==> config.mk <==
export PLATFORM = sky130hd
export DESIGN_NAME = ring_hub
export DESIGN_NICKNAME = d
export VERILOG_FILES = /design/src/rtl/ring_pkg.sv /design/src/rtl/ring_decode.sv /design/src/rtl/ring_state.sv /design/src/rtl/ring_readout.sv /design/src/rtl/ring_hub.sv
export SDC_FILE = /design/constraint.sdc
export NUM_CORES = 1
export LEC_CHECK = 0
export BUFFER_PORTS_ARGS = -buffer_cell sky130_fd_sc_hd__buf_4
export CAP_MARGIN = 20
export CORE_MARGIN = 1
export CORE_UTILIZATION = 53
export CTS_CLUSTER_SIZE = 16
export DETAILED_ROUTE_END_ITERATION = 12
export GPL_ROUTABILITY_DRIVEN = 0
export PLACE_DENSITY = 0.78
export SYNTH_ARGS = -nofsm -noshare
export SYNTH_HDL_FRONTEND = slang
export SYNTH_SLANG_ARGS = --single-unit
==> constraint.sdc <==
create_clock -name clk -period 1.3 [get_ports clk]
set_clock_uncertainty 0.05 [all_clocks]
set_input_delay 0.26 -clock clk [delete_from_list [all_inputs] [get_ports clk]]
set_output_delay 0.26 -clock clk [all_outputs]
set_load 0.01 [all_outputs]
==> src/rtl/ring_pkg.sv <==
package ring_pkg;

  // Register select, taken from address bits [3:2]
  typedef enum logic [1:0] {
    REG_TRIG = 2'd0,
    REG_EN   = 2'd1,
    REG_RAW  = 2'd2,
    REG_PEND = 2'd3
  } reg_sel_e;

  // One sticky status bit: a set in the same cycle overrides a clear
  function automatic logic sticky_next(input logic cur, input logic set_i, input logic clr_i);
    return set_i | (cur & ~clr_i);
  endfunction

  // Address is decodable: word aligned and inside the 16-byte window
  function automatic logic addr_ok(input logic [1:0] low, input logic high_zero);
    return (low == 2'b00) && high_zero;
  endfunction

endpackage

==> src/rtl/ring_decode.sv <==
module ring_decode
  import ring_pkg::*;
#(
  parameter int ADDR_W = 4,
  parameter int NUM_M  = 32,
  parameter int ID_W   = 5
) (
  input  logic              bus_wr,
  input  logic              bus_rd,
  input  logic [ADDR_W-1:0] bus_addr,
  input  logic              wdata_bit0,
  input  logic [ID_W-1:0]   master_id,
  output logic              ring_hit,
  output logic [NUM_M-1:0]  ring_oh,
  output logic              wr_en,
  output logic              wr_raw,
  output logic              wr_pend,
  output logic              rd_ok,
  output reg_sel_e          sel
);

  logic aligned;
  logic id_ok;

  assign aligned = addr_ok(bus_addr[1:0], (bus_addr >> 4) == '0);
  assign sel     = reg_sel_e'(bus_addr[3:2]);
  assign id_ok   = int'(master_id) < NUM_M;

  assign ring_hit = bus_wr && aligned && (sel == REG_TRIG) && wdata_bit0 && id_ok;
  assign wr_en    = bus_wr && aligned && (sel == REG_EN);
  assign wr_raw   = bus_wr && aligned && (sel == REG_RAW);
  assign wr_pend  = bus_wr && aligned && (sel == REG_PEND);
  assign rd_ok    = bus_rd && aligned;

  for (genvar i = 0; i < NUM_M; i++) begin : g_oh
    assign ring_oh[i] = ring_hit && (master_id == ID_W'(i));
  end

endmodule

==> src/rtl/ring_state.sv <==
module ring_state
  import ring_pkg::*;
#(
  parameter int NUM_M = 32
) (
  input  logic             clk,
  input  logic             rst_n,
  input  logic [NUM_M-1:0] ring_oh,
  input  logic             wr_en,
  input  logic             wr_raw,
  input  logic             wr_pend,
  input  logic [NUM_M-1:0] wdata,
  output logic [NUM_M-1:0] en_q,
  output logic [NUM_M-1:0] raw_q,
  output logic [NUM_M-1:0] pend_q
);

  for (genvar i = 0; i < NUM_M; i++) begin : g_bit
    logic set_pend;
    logic clr_raw;
    logic clr_pend;

    assign set_pend = ring_oh[i] & en_q[i];
    assign clr_raw  = wr_raw & wdata[i];
    assign clr_pend = wr_pend & wdata[i];

    always_ff @(posedge clk or negedge rst_n) begin
      if (!rst_n) begin
        en_q[i]   <= 1'b0;
        raw_q[i]  <= 1'b0;
        pend_q[i] <= 1'b0;
      end else begin
        if (wr_en) en_q[i] <= wdata[i];
        raw_q[i]  <= sticky_next(raw_q[i], ring_oh[i], clr_raw);
        pend_q[i] <= sticky_next(pend_q[i], set_pend, clr_pend);
      end
    end
  end

endmodule

==> src/rtl/ring_readout.sv <==
module ring_readout
  import ring_pkg::*;
#(
  parameter int DATA_W = 32,
  parameter int NUM_M  = 32
) (
  input  logic              clk,
  input  logic              rst_n,
  input  logic              bus_rd,
  input  logic              rd_ok,
  input  reg_sel_e          sel,
  input  logic [NUM_M-1:0]  en_q,
  input  logic [NUM_M-1:0]  raw_q,
  input  logic [NUM_M-1:0]  pend_q,
  output logic [DATA_W-1:0] rdata
);

  function automatic logic [DATA_W-1:0] widen(input logic [NUM_M-1:0] v);
    logic [DATA_W-1:0] r;
    r = '0;
    r[NUM_M-1:0] = v;
    return r;
  endfunction

  logic [DATA_W-1:0] mux_d;

  always_comb begin
    mux_d = '0;
    if (rd_ok) begin
      case (sel)
        REG_EN:   mux_d = widen(en_q);
        REG_RAW:  mux_d = widen(raw_q);
        REG_PEND: mux_d = widen(pend_q);
        default:  mux_d = '0;
      endcase
    end
  end

  always_ff @(posedge clk or negedge rst_n) begin
    if (!rst_n)      rdata <= '0;
    else if (bus_rd) rdata <= mux_d;
  end

endmodule

==> src/rtl/ring_hub.sv <==
module ring_hub
  import ring_pkg::*;
#(
  parameter int NUM_MASTERS = 32,
  parameter int DATA_W      = 32,
  parameter int ADDR_W      = 4,
  localparam int ID_W       = (NUM_MASTERS > 1) ? $clog2(NUM_MASTERS) : 1
) (
  input  logic              clk,
  input  logic              rst_n,
  input  logic              bus_wr,
  input  logic              bus_rd,
  input  logic [ADDR_W-1:0] bus_addr,
  input  logic [DATA_W-1:0] bus_wdata,
  input  logic [ID_W-1:0]   bus_master_id,
  output logic [DATA_W-1:0] bus_rdata,
  output logic              irq
);

  logic                   ring_hit;
  logic [NUM_MASTERS-1:0] ring_oh;
  logic                   wr_en;
  logic                   wr_raw;
  logic                   wr_pend;
  logic                   rd_ok;
  reg_sel_e               sel;
  logic [NUM_MASTERS-1:0] en_q;
  logic [NUM_MASTERS-1:0] raw_q;
  logic [NUM_MASTERS-1:0] pend_q;

  ring_decode #(.ADDR_W(ADDR_W), .NUM_M(NUM_MASTERS), .ID_W(ID_W)) u_dec (
    .bus_wr     (bus_wr),
    .bus_rd     (bus_rd),
    .bus_addr   (bus_addr),
    .wdata_bit0 (bus_wdata[0]),
    .master_id  (bus_master_id),
    .ring_hit   (ring_hit),
    .ring_oh    (ring_oh),
    .wr_en      (wr_en),
    .wr_raw     (wr_raw),
    .wr_pend    (wr_pend),
    .rd_ok      (rd_ok),
    .sel        (sel)
  );

  ring_state #(.NUM_M(NUM_MASTERS)) u_state (
    .clk     (clk),
    .rst_n   (rst_n),
    .ring_oh (ring_oh),
    .wr_en   (wr_en),
    .wr_raw  (wr_raw),
    .wr_pend (wr_pend),
    .wdata   (bus_wdata[NUM_MASTERS-1:0]),
    .en_q    (en_q),
    .raw_q   (raw_q),
    .pend_q  (pend_q)
  );

  ring_readout #(.DATA_W(DATA_W), .NUM_M(NUM_MASTERS)) u_rd (
    .clk    (clk),
    .rst_n  (rst_n),
    .bus_rd (bus_rd),
    .rd_ok  (rd_ok),
    .sel    (sel),
    .en_q   (en_q),
    .raw_q  (raw_q),
    .pend_q (pend_q),
    .rdata  (bus_rdata)
  );

  assign irq = |pend_q;

endmodule

==> results by group <==
Outcome
  – Outcome: finished with violations
  – Failing checks: setup timing

Setup path
  – CP bufs+invs: 1
  – CP Cell Sequence: nor4_2, nand4_1, or2_4, buf_6
  – Setup Crit Path Kind: register to output pin
  – Cell family with most CP delay: simple AND/OR/NAND/NOR gates
  – Reg2Reg Setup Slack: 0.02 ns
  – Max stage delay on crit path: roughly 0.4 ns
  – Max FO, Critical Path: 2
  – Worst Path Required: slightly below 1 ns
  – Crit path launch type: register
  – Worst Path Arrival: 1.71 ns
  – Crit. End Element: output pin
  – CP max stage cell: dfrtp_1

CTS
  – Clock Path Buffers: 2
  – CTS Root Cell: clkbuf_16
  – CTS H-Tree Depth: 4
  – Num CTS Buffers: 17
  – CTS tree: done
  – Reg clk slew, reported paths: 0.06 ns
  – Clk_lat worst skew: 0.43 ns
  – Clk sinks: ~130

Synthesis
  – EDFF count, synth: 0
  – Yosys top cell area share: around half
  – Top_reg_cell synth: dfrtp_1
  – Cells after Synth: 607
  – Distinct cells, synth: 27
  – Synth Net Count: 652
  – Seq/Total Area, Yosys: approximately 51%
  – Largest family of logic cells by synthesized area: compound AO/OA/AOI/OAI gates
  – Synth Area in XOR/XNOR: 0%
  – FF+latch count, synth: 128
  – Syn_area_per_cell: 10.34 um2
  – Yosys top cell by area: dfrtp_1
  – Synthesized area: about 0.0063 mm2
  – Multiplexer share of the synthesized area: 11.48%
  – Compound-gate portion of the synthesized area: 20.21%
  – Area fraction in and, or, nand and nor cells after synthesis: 11.64%
  – Yosys warns: 0
  – Synth top area cells: dfrtp_1 51%, mux2_2 11%, o21ai_0 9.8%
  – Synth Area in Adders: 0%
  – Async set-reset flop share out of synthesis: 100.0%

Timing
  – Fin. max-slew vios: 0
  – Max_slew headroom: 61.05%
  – Worst slew pin tran: 0.5843 ns
  – Setup-failing EPs final: 1
  – Period utilization: 155.1%
  – Worst setup margin: -0.7159 ns
  – Final count of hold timing violations: 0
  – RSZ-0062 raised after global routing: true
  – Min cycle time layout: just over 2 ns
  – Setup TNS: -0.7159 ns
  – Max Clock Freq: 0.4961 GHz

Power
  – Maximum VDD drop: 1259 uV
  – PwrDens: 1318 mW/mm2
  – Leakage power total: 3.797 nW

Detailed routing
  – Number of remaining DRC errors: 0
  – Post-DRT Antenna Nets: 0
  – Starting DRT DRC Count: 477
  – Mean routed wirelength per cell: 21.55 um
  – Drt total wl: 18.88 mm
  – Vias: 5,447
  – Vias per std cell: 6.218
  – First-pass iteration count of the detailed router: 7

Place
  – Port Buffers: 77
  – Post-Place Cells: 843
  – Minimum setup slack after placement: -0.4949 ns
  – Detailed Place HPWL: 12.02 mm
  – Placed inst area: 0.007536 mm2

Finish
  – Fin cells: 876
  – Fin area: 0.008364 mm2
  – Core Util, Final: 72.94%
  – Commonest non-fill, non-tap cell in the layout: buf_4
  – Commonest cells after routing, fill and taps aside: 135 x buf_4, 128 x dfrtp_1, 123 x o21ai_0
  – Final nets: 765
  – Area Overhead vs Synth: 33.22%
  – Inserted Diodes: 0
  – Share of layout cells above drive strength 1: 41.20%

Hold path
  – Hold Crit Class: input pin to register

Die
  – Die ar.: between 0.01 and 0.015 mm2
  – Chip height: between 100 and 150 um
  – Initial Util: between 50% and 60%
  – Num rows: 39
  – Core area: 0.01147 mm2
  – I/O pin count: between 70 and 80
  – Die X: 110.8 um

Global routing
  – GRT Total Usage: 32.02%
  – Vias in the first global route: 5,638
  – First-pass GRT wire length: 30.29 mm
  – GRT Residual Overflow: 0
  – Largest net degree at the start of global routing: 65
  – Initial antenna violation count: 0

Run
  – Max Cap Viol: 0
-- cells in the mapped netlist (all sizes together) (3+ instances only) --
cell,count
buf,13
mux2,64
nand2,44
a22oi,32
nand2b,32
nor2,3
nor2b,5
o21ai,128
nand4,16
inv,32
o22ai,32
clkbuf,40
dfrtp,128
nor4,8
nand3,24
-- state kept, by name, indices dropped and copies added (netlist names) --
name	count
u_state.en_q	32
u_state.pend_q	32
u_state.raw_q	32
u_rd.rdata	32
-- cell families (layout without fill, tap and decap cells) --
family                 after synthesis  after routing
AO/OA/AOI/OAI                      192            192
buffers and inverters               85            211
flip-flops                         128            128
multiplexers                        64             64
AND/OR/NAND/NOR                    138            138
-- power by group --
part           internal (mW)  total [mW]  switching, mW
combinational          0.752        1.41          0.659
clock                   3.32        5.06           1.73
sequential              4.28        4.55          0.279
total                   8.35        11.0           2.67
-- worst paths after layout --
check / from / endpoint / depth (start not counted)
min reg2reg: u_state.raw_q[23] / u_state.raw_q[23] / 2
min in group asynchronous: rst_n / u_state.raw_q[10] / 2
min: bus_wdata[31] / u_state.en_q[31] / 2
max reg2reg: u_state.pend_q[20] / u_rd.rdata[20] / 4
max: u_state.pend_q[24] / irq / 4
max in group asynchronous: rst_n / u_rd.rdata[17] / 3
-- repair_timing --
| action | CTS | global route |
|---|---|---|
| endpoints found under the setup margin | 6 | 19 |
| hold endpoints to repair | 128 | 0 |
| resized for setup | 19 | 19 |
| pin swaps | 6 | 6 |
| hold buffers | 1 | 0 |
| buffers inserted | 1 | 3 |
-- stage by stage --
stage	hold WS, ns	power [mW]
finish	0.03573	11.02
global route	0.03661	11.34
CTS	0.03175	10.97
detailed placement	0.09267	5.904
global placement	0.09481	5.849
floorplan	-0.08559	5.311
-- metal layers --
| layer | part of all wire, % | routed length (um) | vias up | GRT usage [%] |
|---|---|---|---|---|
| li1 | - | - | 2398 | - |
| met1 | 40 | 7614 | 2743 | 41.55 |
| met2 | 50 | 9424 | 263 | 52.80 |
| met3 | 7.1 | 1337 | 43 | 6.178 |
| met5 | 0 | 0 | - | 0 |
| met4 | 2.6 | 499 | 0 | 13.16 |
-- layout make-up --
cell class	instances	area (um2)
clock inverter	4	95.09
timing repair buffer	147	1200
tap	143	178.9
sequential	128	3203
clock buffer	28	526.8
inverter	32	120.1
multi-input combinational	394	3040
fill	771	3103
Note: power is estimated with default switching activity, not from simulation.
